--- src/rtl/fpm_dram_ctrl.sv ---
module fpm_dram_ctrl #(
  parameter int ADDR_W  = 8,
  parameter int DATA_W  = 16,
  parameter int T_RCD   = 2,
  parameter int T_RP    = 2,
  parameter int T_CAS   = 2,
  parameter int T_CP    = 1,
  parameter int T_RAC   = 2,
  parameter int RAS_MAX = 500
) (
  input  logic                clk,
  input  logic                rst_n,
  input  logic                req_valid,
  input  logic                req_write,
  input  logic [2*ADDR_W-1:0] req_addr,
  input  logic [DATA_W-1:0]   req_wdata,
  input  logic [1:0]          req_be,
  output logic                req_ready,
  output logic                rsp_valid,
  output logic [DATA_W-1:0]   rsp_rdata,
  input  logic                ref_req,
  output logic                ref_gnt,
  input  logic                ref_done,
  output logic [ADDR_W-1:0]   dram_addr,
  output logic                dram_ras_n,
  output logic                dram_casl_n,
  output logic                dram_cash_n,
  output logic                dram_we_n,
  output logic                dram_oe_n,
  output logic [DATA_W-1:0]   dram_dq_out,
  output logic                dram_dq_oe,
  input  logic [DATA_W-1:0]   dram_dq_in
);
  localparam int CW       = $clog2(RAS_MAX + 2);
  localparam int PAGE_LIM = RAS_MAX - T_CAS - 1;

  typedef enum logic [2:0] {S_IDLE, S_ACT, S_CAS, S_OPEN, S_PRE, S_REF} state_t;

  state_t            st;
  logic [CW-1:0]     cnt, ras_age, cp_cnt;
  logic [ADDR_W-1:0] row_q, col_q;
  logic              wr_q;
  logic [1:0]        be_q;
  logic [DATA_W-1:0] wd_q;

  logic [ADDR_W-1:0] req_row, req_col, c_col;
  logic              c_wr, page_hit, close_row, launch;
  logic [1:0]        c_be;
  logic [DATA_W-1:0] c_wd;

  assign req_row  = req_addr[2*ADDR_W-1:ADDR_W];
  assign req_col  = req_addr[ADDR_W-1:0];
  assign page_hit = (req_row == row_q);

  assign c_col = (st == S_OPEN) ? req_col   : col_q;
  assign c_wr  = (st == S_OPEN) ? req_write : wr_q;
  assign c_be  = (st == S_OPEN) ? req_be    : be_q;
  assign c_wd  = (st == S_OPEN) ? req_wdata : wd_q;

  assign req_ready = !ref_req &&
                     ((st == S_IDLE) ||
                      (st == S_OPEN && page_hit && cp_cnt == '0 &&
                       ras_age < CW'(PAGE_LIM)));

  assign close_row = (st == S_OPEN) &&
                     (ref_req || (req_valid && !page_hit) || ras_age >= CW'(PAGE_LIM));

  assign launch = (st == S_ACT && cnt == '0) ||
                  (st == S_OPEN && !close_row && req_valid && req_ready);

  always_ff @(posedge clk) begin
    if (!rst_n) begin
      st          <= S_IDLE;
      cnt         <= '0;
      ras_age     <= '0;
      cp_cnt      <= '0;
      row_q       <= '0;
      col_q       <= '0;
      wr_q        <= 1'b0;
      be_q        <= '0;
      wd_q        <= '0;
      rsp_valid   <= 1'b0;
      rsp_rdata   <= '0;
      ref_gnt     <= 1'b0;
      dram_addr   <= '0;
      dram_ras_n  <= 1'b1;
      dram_casl_n <= 1'b1;
      dram_cash_n <= 1'b1;
      dram_we_n   <= 1'b1;
      dram_oe_n   <= 1'b1;
      dram_dq_out <= '0;
      dram_dq_oe  <= 1'b0;
    end else begin
      rsp_valid <= 1'b0;
      if (cp_cnt != '0) cp_cnt <= cp_cnt - 1'b1;
      if (!dram_ras_n && ras_age != '1) ras_age <= ras_age + 1'b1;

      case (st)
        S_IDLE: begin
          if (ref_req) begin
            ref_gnt <= 1'b1;
            st      <= S_REF;
          end else if (req_valid) begin
            dram_ras_n <= 1'b0;
            dram_addr  <= req_row;
            row_q      <= req_row;
            col_q      <= req_col;
            wr_q       <= req_write;
            be_q       <= req_be;
            wd_q       <= req_wdata;
            ras_age    <= CW'(1);
            cnt        <= CW'(T_RCD - 1);
            st         <= S_ACT;
          end
        end
        S_ACT: begin
          if (cnt != '0) cnt <= cnt - 1'b1;
        end
        S_CAS: begin
          if (cnt != '0) begin
            cnt <= cnt - 1'b1;
          end else if (wr_q || ras_age >= CW'(T_RAC)) begin
            dram_casl_n <= 1'b1;
            dram_cash_n <= 1'b1;
            dram_we_n   <= 1'b1;
            dram_oe_n   <= 1'b1;
            dram_dq_oe  <= 1'b0;
            if (!wr_q) begin
              rsp_valid <= 1'b1;
              rsp_rdata <= dram_dq_in;
            end
            cp_cnt <= CW'(T_CP - 1);
            st     <= S_OPEN;
          end
        end
        S_OPEN: begin
          if (close_row) begin
            dram_ras_n <= 1'b1;
            cnt        <= CW'(T_RP - 1);
            st         <= S_PRE;
          end
        end
        S_PRE: begin
          if (cnt != '0) cnt <= cnt - 1'b1;
          else           st  <= S_IDLE;
        end
        S_REF: begin
          if (ref_done) begin
            ref_gnt <= 1'b0;
            cnt     <= CW'(T_RP - 1);
            st      <= S_PRE;
          end
        end
        default: st <= S_IDLE;
      endcase

      if (launch) begin
        dram_addr   <= c_col;
        dram_casl_n <= c_wr ? !c_be[0] : 1'b0;
        dram_cash_n <= c_wr ? !c_be[1] : 1'b0;
        dram_we_n   <= !c_wr;
        dram_oe_n   <= c_wr;
        dram_dq_oe  <= c_wr;
        dram_dq_out <= c_wd;
        wr_q        <= c_wr;
        cnt         <= CW'(T_CAS - 1);
        st          <= S_CAS;
      end
    end
  end
endmodule

--- config.mk ---
export PLATFORM = sky130hd
export DESIGN_NAME = fpm_dram_ctrl
export DESIGN_NICKNAME = d
export VERILOG_FILES = /design/src/rtl/fpm_dram_ctrl.sv
export SDC_FILE = /design/constraint.sdc
export NUM_CORES = 1
export LEC_CHECK = 0
export BUFFER_PORTS_ARGS = -buffer_cell sky130_fd_sc_hd__buf_2
export CAP_MARGIN = 20
export CORE_MARGIN = 1.5
export CORE_UTILIZATION = 55
export CTS_CLUSTER_SIZE = 20
export DETAILED_ROUTE_END_ITERATION = 10
export PLACE_DENSITY_LB_ADDON = 0.05
export SYNTH_ARGS = -nofsm -noshare
export SYNTH_HDL_FRONTEND = slang
export SYNTH_SLANG_ARGS = --single-unit
--- constraint.sdc ---
create_clock -name clk -period 3.1 [get_ports clk]
set_input_delay 0.465 -clock clk [delete_from_list [all_inputs] [get_ports clk]]
set_output_delay 0.465 -clock clk [all_outputs]
set_load 0.05 [all_outputs]
Word-level counts from Yosys, hierarchy flattened:

Cells that the tools add are included.

* register bits after elaboration: 113
* output and inout bits: 49
* bits of input ports: 56

* magnitude comparators: 3
* reductions and logical operators: 49
* bitwise logic cells: 7
* multiplexer cells: 57
* add/sub/neg operators: 3
* eq/ne operators: 29

Operators with widths (number)
* $mux W9: 13
* $mux W8: 5
* $pmux W9 S4: 1
* $mux W1: 25
* $ne A3 B3 Y1 const B: 8
* $mux W3: 7
* $ne A2 B2 Y1 const B: 10
* $logic_not A9 Y1: 2
* $pmux W3 S6: 1
* $reduce_bool A9 Y1: 2
* $sub A9 B1 Y9 const B: 2
* $mux W16: 1
* $reduce_and A7 Y1: 2
* $reduce_and A3 Y1: 4
* $reduce_and A6 Y1: 2
* $reduce_bool A2 Y1: 6
* $logic_and A1 B1 Y1: 11
* $add A9 B1 Y9 const B: 1
* $ge A9 B2 Y1 const B: 1
* $ge A9 B9 Y1 const B: 1
* $lt A9 B9 Y1 const B: 1
* $ne A9 B9 Y1 const B: 1
* $eq A8 B8 Y1: 1
* $reduce_and A4 Y1: 2
* other kinds (17): 38

Logic depth before layout (Yosys ltp):

Gate-level depths: netlist of the first run.

* depth after elaboration: 13
* mapped depth: 10
* gate-level depth less buffers: 9

Least setup slack after synthesis of the first run:

OpenSTA, ideal clock, no wires.

* path kind: reg-to-output
* start: register cp_cnt[3]
* end: output req_ready
* cell stages (with the launch flop): 5
* data required time: 2635 ps
* slack: 464 ps
* path buffers: 0
* data arrival time: 2171 ps
* cell sequence: dfxtp_1 -> or4_4 -> nor4_4 -> nand3_1 -> o21bai_1

* cells in the longest elaborated chain, start to end: 5

Ends and longest elaborated chain
* from (decl): RTL line 40 `logic [CW-1:0] cnt, ras_age, cp_cnt;`
* from (signal assigned): RTL line 95 `if (cp_cnt != '0) cp_cnt <= cp_cnt - 1'b1;`
* from (signal assigned): RTL line 132 `cp_cnt <= CW'(T_CP - 1);`
* $logic_not A9 Y1: RTL line 62 `(st == S_OPEN && page_hit && cp_cnt == '0 &&`
* $logic_and A1 B1 Y1 (2 in series): RTL line 62
* $logic_or A1 B1 Y1: RTL line 61 `((st == S_IDLE) ||`
* $logic_and A1 B1 Y1: RTL line 60 `assign req_ready = !ref_req &&`
* to (decl): RTL line 18 `output logic req_ready,`

Every way passes these cells.

Worst setup path after layout of the first run:

Same ends and word-level chain as after synthesis.

==> flow_summary.json, run 1 <==
{
  "seq_area_frac_synth_pct": 43.6,
  "fillers": 754,
  "cp_cell_sequence": "or4_4 -> nor4_4 -> buf_4 -> nand3_1 -> o21bai_2 -> buf_4",
  "multi_input_area_mm2": 0.00270,
  "drtIter0Drc": 224,
  "routed_via_density": 5.55,
  "finalCritPeriodShare_pct": 95.7,
  "period_needed_ns": 2.97,
  "timing_hold_violations_final": 0,
  "synthArstFlopShare_pct": 0,
  "drc": 0,
  "die_x_um": 100,
  "htreeDepth": 4,
  "cts.sinks": 113,
  "arrival_ns": 2.50,
  "slew_headroom_pct": 37.5,
  "critPathSlowestCell": "or4_4",
  "drive_gt1_share_pct": 26.4,
  "rsz0062_at_grt": "false",
  "crit_top_cell": "buf_4",
  "ff2ff_path_depth": 7,
  "cts_buffer_depth": 2,
  "end_kind": "primary output",
  "status": "complete, no violations",
  "synth_area_leaders": "dfxtp_1 44%, mux2i_1 8.1%, nand2_1 7.7%",
  "post-cts-setup-buffers": 0,
  "grtUsageMet2_pct": 41.4,
  "overflow": 0,
  "cp_max_fo": 7,
  "cts_hold_buf": 0,
  "postSynthAreaPerCell_um2": 8.75,
  "coreArea_mm2": 0.00920,
  "syn_to_final_growth_pct": 22.6,
  "dpl.hpwl_um": 8140,
  "r2r_start": "cp_cnt[3]",
  "grt_use_total_pct": 25.0,
  "numPortBuffers": 104,
  "irDropWorstVdd_mv": 0.588,
  "path_clk_slew_ns": 0.06,
  "synthFlopType": "dfxtp_1",
  "cp_num_buf_inv": 2,
  "hold_start": "dram_dq_in[15]",
  "syn_nets": 656,
  "reg2reg_slack_ns": 0.44,
  "grt_max_degree": 62,
  "tightest_slew_ns": 0.926,
  "synth_top_cell_by_area": "dfxtp_1",
  "first_pass_iters": 4,
  "gp_congestion": 0.790,
  "r2r_end": "cnt[2]",
  "globalRouteMet3Util_pct": 7.80,
  "wl_per_cell_um": 14.7,
  "die_y_um": 100,
  "skew_ns": 0.00711,
  "slew_violations": 0,
  "critPathTopFamily": "simple AND/OR/NAND/NOR gates",
  "root_buffer": "clkbuf_8",
  "synth_edf_count": 0,
  "initial_utilization_pct": 56.4,
  "start_kind": "register",
  "clk-insertion-delay-late_ns": 0.52,
  "fmax_ghz": 0.337,
  "setup_viol": 0,
  "layout_commonest_cell": "dfxtp_1",
  "rows": 35,
  "syn_inst": 593,
  "antenna_found_initial": 1,
  "fin_setup_tns_ns": 0,
  "fin_nets": 757,
  "synth_top_area_share_pct": 43.6,
  "register_area_mm2": 0.00226,
  "critPathMaxStageDelay_ns": 0.57,
  "powerDensity_mw_per_mm2": 1010,
  "drv_cap": 0,
  "final_cell_mix": "113 x dfxtp_1, 107 x nand2_1, 103 x buf_2",
  "numCtsBuffers": 17,
  "busiest_layer": "met2",
  "io_pins": 105,
  "drtAntennaViolNets": 0,
  "crit_type": "reg2out",
  "wl_um": 12100,
  "hold_end": "rsp_rdata[15]",
  "min_path_type": "in2reg",
  "via_count": 4536,
  "die_area_mm2": 0.0100,
  "ys_ff_latch": 113,
  "yosys_warnings": 0,
  "grt_pass1_vias": 4307,
  "post_synth_num_cell_types": 58,
  "cts_tree": "yes",
  "min_path_cells": 3,
  "utilization_pct": 69.1,
  "crit_start": "cp_cnt[3]",
  "placed_area_mm2": 0.00577,
  "grtUsageMet1_pct": 30.5,
  "diodes": 0,
  "postLayoutCellArea_mm2": 0.00636,
  "netlist_area_mm2": 0.00519,
  "cp_data_required_time_ns": 2.63,
  "grt_pass1_wl_um": 19900,
  "power_leakage_nw": 2.77
}
[report_power, final]
group          leakage (nW)  switching (mW)  internal (mW)
registers             0.918           0.241           1.74
clock network         0.271           0.720           1.17
logic                  1.58            1.71          0.855
[layer usage]
layer	vias up	wire (um)	part of all wire, %
met2	123	5890	49
li1	2259	-	-
met1	2128	5280	44
met4	2	218	1.8
met5	-	10	0.083
met3	24	660	5.5
[how the worst max path moves through the flow]
stage                endpoint  slack [ns]  cells past startpoint
floorplan           req_ready        0.46                      4
global placement    req_ready        0.57                      6
detailed placement     cnt[2]        0.49                      8
CTS                 req_ready        0.05                      6
global route        req_ready        0.01                      6
finish              req_ready        0.13                      6
[registers in the layout, indices dropped and copies added, names as in the netlist, 8 cells and up]
register / count
cp_cnt: 9
rsp_rdata: 16
dram_dq_out: 16
wd_q: 16
col_q: 8
ras_age: 9
row_q: 8
dram_addr: 8
cnt: 9
[cell usage after synthesis (4+ instances only)]
cell type,instances
ha_1,7
a31oi_1,5
o21ai_1,4
clkbuf_1,22
nand4_1,6
nand3_1,5
xnor2_1,13
nand2b_1,5
a21oi_1,48
nor2_1,70
nor4_1,9
nand2_1,107
and3_1,5
o21ai_0,15
nand3b_1,4
nor3_1,10
inv_1,13
xor2_1,7
buf_6,5
mux2i_1,42
a211oi_2,24
dfxtp_1,113
[cells by family (layout without fill, tap and decap cells)]
family | after synthesis | count (layout) | share of synthesized area, %
XOR/XNOR | 20 | 20 | 3.38
adder cells (fa/ha/maj) | 7 | 7 | 1.69
AND/OR/NAND/NOR | 242 | 242 | 21.2
AO/OA/AOI/OAI | 118 | 118 | 16.9
multiplexers | 45 | 45 | 8.76
flip-flops | 113 | 113 | 43.6
buffers and inverters | 48 | 162 | 4.49
[final cells by class]
type,count,area share [%]
clock inverter,14,2.44
inverter,14,0.827
sequential,113,35.6
clock buffer,18,6.73
timing repair buffer,116,9.84
tap,111,2.18
multi-input combinational,432,42.4
[stage by stage]
| step | power, mW | worst slack, ns | hold WS, ns | cells |
|---|---|---|---|---|
| 2_1_floorplan | 4.06 | 0.464 | 0.431 | 593 |
| 3_3_place_gp | 4.49 | 0.570 | 0.439 | 786 |
| 3_5_place_dp | 4.55 | 0.488 | 0.442 | 786 |
| 4_1_cts | 6.46 | 0.0457 | 0.173 | 818 |
| 5_1_grt | 6.79 | 0.0112 | 0.179 | 818 |
| 6_report | 6.44 | 0.132 | 0.183 | 818 |
[worst reg2reg max path: stages, from the launching register on]
cell and delay [ns]:
dfxtp_1 0.35, or4_4 0.57, nor4_4 0.32, a31oi_1 0.20, o41ai_4 0.32, buf_12 0.34, or2_2 0.31, o32ai_1 0.12
[what timing repair did]
action | in CTS | in global routing
endpoints found under the hold margin | 0 | 0
endpoints found under the setup margin | 1 | 1
pin swaps | 0 | 0
resized for setup | 1 | 1
(Power assumes the default switching activity.)
==> run 2: changes to the inputs <==
--- a/config.mk
+++ b/config.mk
@@ -5,12 +5,14 @@
 export SDC_FILE = /design/constraint.sdc
 export NUM_CORES = 1
 export LEC_CHECK = 0
+export ABC_AREA = 1
 export BUFFER_PORTS_ARGS = -buffer_cell sky130_fd_sc_hd__buf_2
 export CAP_MARGIN = 20
 export CORE_MARGIN = 1.5
 export CORE_UTILIZATION = 55
 export CTS_CLUSTER_SIZE = 20
 export DETAILED_ROUTE_END_ITERATION = 10
+export MAX_ROUTING_LAYER = met4
 export PLACE_DENSITY_LB_ADDON = 0.05
 export SYNTH_ARGS = -nofsm -noshare
 export SYNTH_HDL_FRONTEND = slang
==> flow_summary.json, run 2 <==
{
  "status": "complete, no violations",
  "layout_commonest_cell": "nand2_1",
  "tightest_slew_ns": 0.698,
  "power_frac_clock_pct": 33.8,
  "first_pass_iters": 4,
  "overflow": 0,
  "postSynthAreaPerCell_um2": 6.81,
  "grtUsageMet2_pct": 44.4,
  "seq_area_frac_synth_pct": 41.4,
  "grt_use_total_pct": 26.2,
  "skew_ns": 0.00946,
  "synth_compound_area_share_pct": 15.3,
  "pre_cts_ws_ns": 0.628,
  "synth_top_cell_by_area": "dfxtp_1",
  "synth_area_leaders": "dfxtp_1 41%, nand2_1 12%, inv_1 8.5%",
  "initial_utilization_pct": 56.4,
  "period_needed_ns": 2.50,
  "finalCritPeriodShare_pct": 80.7,
  "drtIter0Drc": 169,
  "via_count": 5240,
  "grt_pass1_vias": 4758,
  "wl_per_cell_um": 12.2,
  "cts.repair.resized": 0,
  "grtUsageMet1_pct": 29.1,
  "final_cell_mix": "179 x nand2_1, 124 x inv_1, 113 x dfxtp_1",
  "synthFlopType": "dfxtp_1",
  "diodes": 0,
  "layout_setup_ws_ns": 0.597,
  "utilization_pct": 69.0,
  "crit_type": "reg2out",
  "synth_top_family_by_area": "simple AND/OR/NAND/NOR gates",
  "clk-insertion-delay-late_ns": 0.54,
  "grt_pass1_wl_um": 20700,
  "ys_ff_latch": 113,
  "cts_hold_buf": 0,
  "synth_edf_count": 0,
  "fin_setup_tns_ns": 0,
  "end_kind": "primary output",
  "irDropWorstVdd_mv": 0.583,
  "arrival_ns": 2.04,
  "synth_fa_ha_area_share_pct": 1.60,
  "start_kind": "register",
  "fmax_ghz": 0.400,
  "synthXorXnorAreaFrac_pct": 3.04,
  "routed_via_density": 5.02,
  "combPwrFrac_pct": 35.6,
  "path_clk_slew_ns": 0.05,
  "syn_inst": 803,
  "yosys.area_share.simple_pct": 26.8,
  "cts_tree": "yes",
  "synthMuxAreaShare_pct": 0,
  "htreeDepth": 4,
  "antenna_found_initial": 0,
  "hold_slack_ns": 0.179,
  "die_area_mm2": 0.0105,
  "slew_headroom_pct": 53.4,
  "cts.sinks": 113,
  "synth_top_area_share_pct": 41.4,
  "setup_viol": 0,
  "cp_data_required_time_ns": 2.63,
  "root_buffer": "clkbuf_8",
  "intPower_mw": 3.81,
  "dpl.hpwl_um": 8990,
  "drv_cap": 0,
  "die_y_um": 103,
  "numPortBuffers": 104,
  "rows": 36,
  "synth_most_common_cell": "nand2_1",
  "yosys_warnings": 0,
  "top_regs": "dram_dq_out: 16 flops, rsp_rdata: 16 flops, wd_q: 16 flops",
  "drtAntennaViolNets": 0,
  "post-cts-setup-buffers": 0,
  "min_path_type": "in2reg",
  "wl_um": 12800,
  "netlist_area_mm2": 0.00547,
  "globalRouteMet3Util_pct": 5.49,
  "timing_hold_violations_final": 0,
  "io_pins": 105,
  "switching_share_pct": 38.4,
  "drc": 0,
  "post_synth_num_cell_types": 32,
  "fillers": 871,
  "gp_congestion": 0.864,
  "die_x_um": 103,
  "p_seq_share_pct": 30.6,
  "power_leakage_nw": 3.27,
  "rsz0062_at_grt": "false",
  "syn_to_final_growth_pct": 22.3,
  "syn_nets": 866,
  "synth_common_cells": "179 x nand2_1, 124 x inv_1, 113 x dfxtp_1",
  "coreArea_mm2": 0.00968,
  "synthArstFlopShare_pct": 0,
  "busiest_layer": "met2",
  "slew_violations": 0,
  "cp_max_fo": 4,
  "grt_max_degree": 65,
  "fin_nets": 961,
  "numCtsBuffers": 17,
  "p_total_mw": 6.18,
  "cts_buffer_depth": 2,
  "switchingPower_mw": 2.38,
  "powerDensity_mw_per_mm2": 925,
  "drive_gt1_share_pct": 17.9
}
==> run 2: final cells by class <==
type	instances	area (um^2)	area share [%]
sequential	113	2260	33.9
clock buffer	22	453	6.78
tap	133	166	2.49
clock inverter	10	181	2.71
inverter	133	499	7.47
multi-input combinational	524	2560	38.3
timing repair buffer	109	558	8.35
==> run 2: final timing paths <==
kind	cells past startpoint	slack, ns	startpoint	endpoint
setup / recovery	7	0.60	cp_cnt[0]	req_ready
hold / removal	3	0.18	req_wdata[12]	wd_q[12]
setup reg to reg	11	0.69	st[2]	cnt[3]
hold reg to reg	2	0.44	rsp_rdata[15]	rsp_rdata[15]
==> run 2: cell families (layout without fill, tap and decap cells) <==
| group | Yosys count | in the layout |
|---|---|---|
| adders and majority gates | 7 | 7 |
| buffers and inverters | 166 | 274 |
| and+or+nand+nor | 334 | 334 |
| DFF | 113 | 113 |
| xor gates and xnor gates | 19 | 19 |
| AOI/OAI and AO/OA | 164 | 164 |
==> run 2: power by group through the flow <==
stage	sequential (mW)	clock (mW)	combinational, mW
after CTS	1.89	2.11	2.21
after floorplan	2.27	0	1.43
final	1.89	2.09	2.20
after global placement	1.91	0	2.16
after detailed placement	1.92	0	2.19
after global routing	1.93	2.17	2.47
==> run 2: routing by layer <==
layer | vias to the layer above | share of wire, % | routed length, um
li1 | 2745 | - | -
met1 | 2370 | 45 | 5710
met2 | 95 | 49 | 6270
met4 | 0 | 2.7 | 342
met3 | 30 | 3.5 | 450
met5 | - | 0 | 0
==> run 2: critical path, stage by stage, from the launching register on <==
cell and delay [ns]:
dfxtp_1 0.31, inv_1 0.11, ha_1 0.19, nand2_1 0.08, nor3_1 0.24, nand3_1 0.13, nand2_2 0.14, buf_2 0.30
==> run 2: through the flow <==
| stage | cell area [um^2] | std cells |
|---|---|---|
| floorplan | 5470 | 803 |
| finish | 6680 | 1044 |
| global route | 6680 | 1044 |
| global placement | 6050 | 1012 |
| CTS | 6680 | 1044 |
| detailed placement | 6050 | 1012 |
==> run 3: changes to the inputs <==
==> constraint.sdc (replaced) <==
create_clock -name clk -period 2.5 [get_ports clk]
set_input_delay 0.375 -clock clk [delete_from_list [all_inputs] [get_ports clk]]
set_output_delay 0.375 -clock clk [all_outputs]
set_load 0.05 [all_outputs]
==> flow_summary.json, run 3 (same netlist as run 2, synthesis figures left out) <==
{
  "status": "complete, no violations",
  "dpl.hpwl_um": 9200,
  "htreeDepth": 4,
  "crit_start": "st[0]",
  "cts_tree": "yes",
  "antenna_found_initial": 0,
  "cts_hold_buf": 0,
  "cp_data_required_time_ns": 2.12,
  "grt_pass1_wl_um": 21000,
  "layout_commonest_cell": "nand2_1",
  "reg2reg_slack_ns": 0.33,
  "io_pins": 105,
  "clk-insertion-delay-late_ns": 0.53,
  "numPortBuffers": 104,
  "first_pass_iters": 5,
  "top_regs": "dram_dq_out: 16 flops, rsp_rdata: 16 flops, wd_q: 16 flops",
  "drtAntennaViolNets": 0,
  "coreArea_mm2": 0.00968,
  "start_kind": "register",
  "wl_per_cell_um": 12.4,
  "drv_cap": 0,
  "rsz0062_at_grt": "false",
  "drc": 0,
  "r2r_end": "cnt[6]",
  "path_clk_slew_ns": 0.06,
  "crit_end": "req_ready",
  "slew_headroom_pct": 64.1,
  "numCtsBuffers": 17,
  "cp_max_fo": 5,
  "end_kind": "primary output",
  "die_area_mm2": 0.0105,
  "cts_buffer_depth": 2,
  "period_needed_ns": 2.34,
  "post-cts-setup-buffers": 0,
  "initial_utilization_pct": 56.4,
  "root_buffer": "clkbuf_8",
  "grt_use_total_pct": 26.4,
  "rows": 36,
  "power_leakage_nw": 3.25,
  "via_count": 5284,
  "min_path_type": "in2reg",
  "cts.sinks": 113,
  "fmax_ghz": 0.427,
  "finalCritPeriodShare_pct": 93.7,
  "arrival_ns": 1.97,
  "diodes": 0,
  "grt_pass1_vias": 4835,
  "drtIter0Drc": 228,
  "slew_violations": 0,
  "powerDensity_mw_per_mm2": 1120,
  "hold_slack_ns": 0.0941,
  "tightest_slew_ns": 0.538,
  "routed_via_density": 5.05,
  "fin_nets": 964,
  "final_cell_mix": "179 x nand2_1, 124 x inv_1, 113 x dfxtp_1",
  "gp_congestion": 0.867,
  "crit_type": "reg2out",
  "drive_gt1_share_pct": 18.1,
  "grt_max_degree": 65,
  "ff2ff_path_depth": 11,
  "overflow": 0,
  "skew_ns": 0.00702,
  "setup_viol": 0,
  "r2r_start": "cnt[0]",
  "wl_um": 13000,
  "fin_setup_tns_ns": 0,
  "syn_to_final_growth_pct": 21.7,
  "die_x_um": 103,
  "irDropWorstVdd_mv": 0.630,
  "die_y_um": 103,
  "timing_hold_violations_final": 0
}
-- run 3: cell count changes in the layout (fill, tap and decap cells not counted) --
cell,before,now
buf_4,5,8
clkinvlp_4,1,4
bufinv_16,5,3
buf_2,104,103
clkbuf_1,3,4
clkbuf_4,0,1
clkbuf_8,3,2
clkinv_4,1,0
-- run 3: critical path, cell delays in order, from the launching register on --
cell      delay, ns
dfxtp_1        0.48
nand3_2        0.18
nor3_1         0.25
nand3_1        0.13
nand2_2        0.14
clkbuf_4       0.26
-- run 3: metal layers --
| layer | global-route usage, % | vias up | part of all wire [%] |
|---|---|---|---|
| met3 | 6.17 | 24 | 4.9 |
| met1 | 30.4 | 2383 | 43 |
| li1 | - | 2739 | - |
| met2 | 43.4 | 138 | 49 |
| met5 | - | - | 0 |
| met4 | 12.5 | 0 | 2.2 |
-- run 3: report_power, final --
part           internal (mW)  switching (mW)
registers               2.13           0.221
logic                  0.834            1.92
clock network           1.54           0.819
-- run 3: per-stage QoR --
stage          std cells  power [mW]  setup slack (ns)  utilization [%]  area [um^2]
6_report            1047        7.46             0.158             68.7         6650
5_1_grt             1047        7.95           0.00211             68.7         6650
4_1_cts             1047        7.49            0.0895             68.7         6650
3_5_place_dp        1015        5.12             0.337             62.7         6070
3_3_place_gp        1015        5.05             0.438             62.7         6070
2_1_floorplan        803        4.58             0.574                -         5470
-- run 3: repair_timing --
item,4_1_cts,5_1_grt
hold endpoints to repair,0,0
resized for setup,0,1
setup endpoints to repair,0,1
-- run 3: area by class of cell --
| cell class | instances | area (um^2) |
|---|---|---|
| fill | 860 | 3030 |
| multi-input combinational | 524 | 2560 |
| sequential | 113 | 2260 |
| timing repair buffer | 112 | 583 |
| inverter | 133 | 499 |
| clock buffer | 22 | 443 |
| tap | 133 | 166 |
| clock inverter | 10 | 135 |
-- run 3: worst min-delay path by stage --
| stage | to | cells after the start | from | slack [ns] |
|---|---|---|---|---|
| CTS | col_q[3] | 3 | req_addr[3] | 0.06 |
| global route | col_q[4] | 3 | req_addr[4] | 0.1 |
| finish | col_q[3] | 3 | req_addr[3] | 0.09 |
| detailed placement | rsp_rdata[0] | 2 | rsp_rdata[0] | 0.44 |
| floorplan | be_q[1] | 2 | be_q[1] | 0.43 |
| global placement | rsp_rdata[0] | 2 | rsp_rdata[0] | 0.43 |
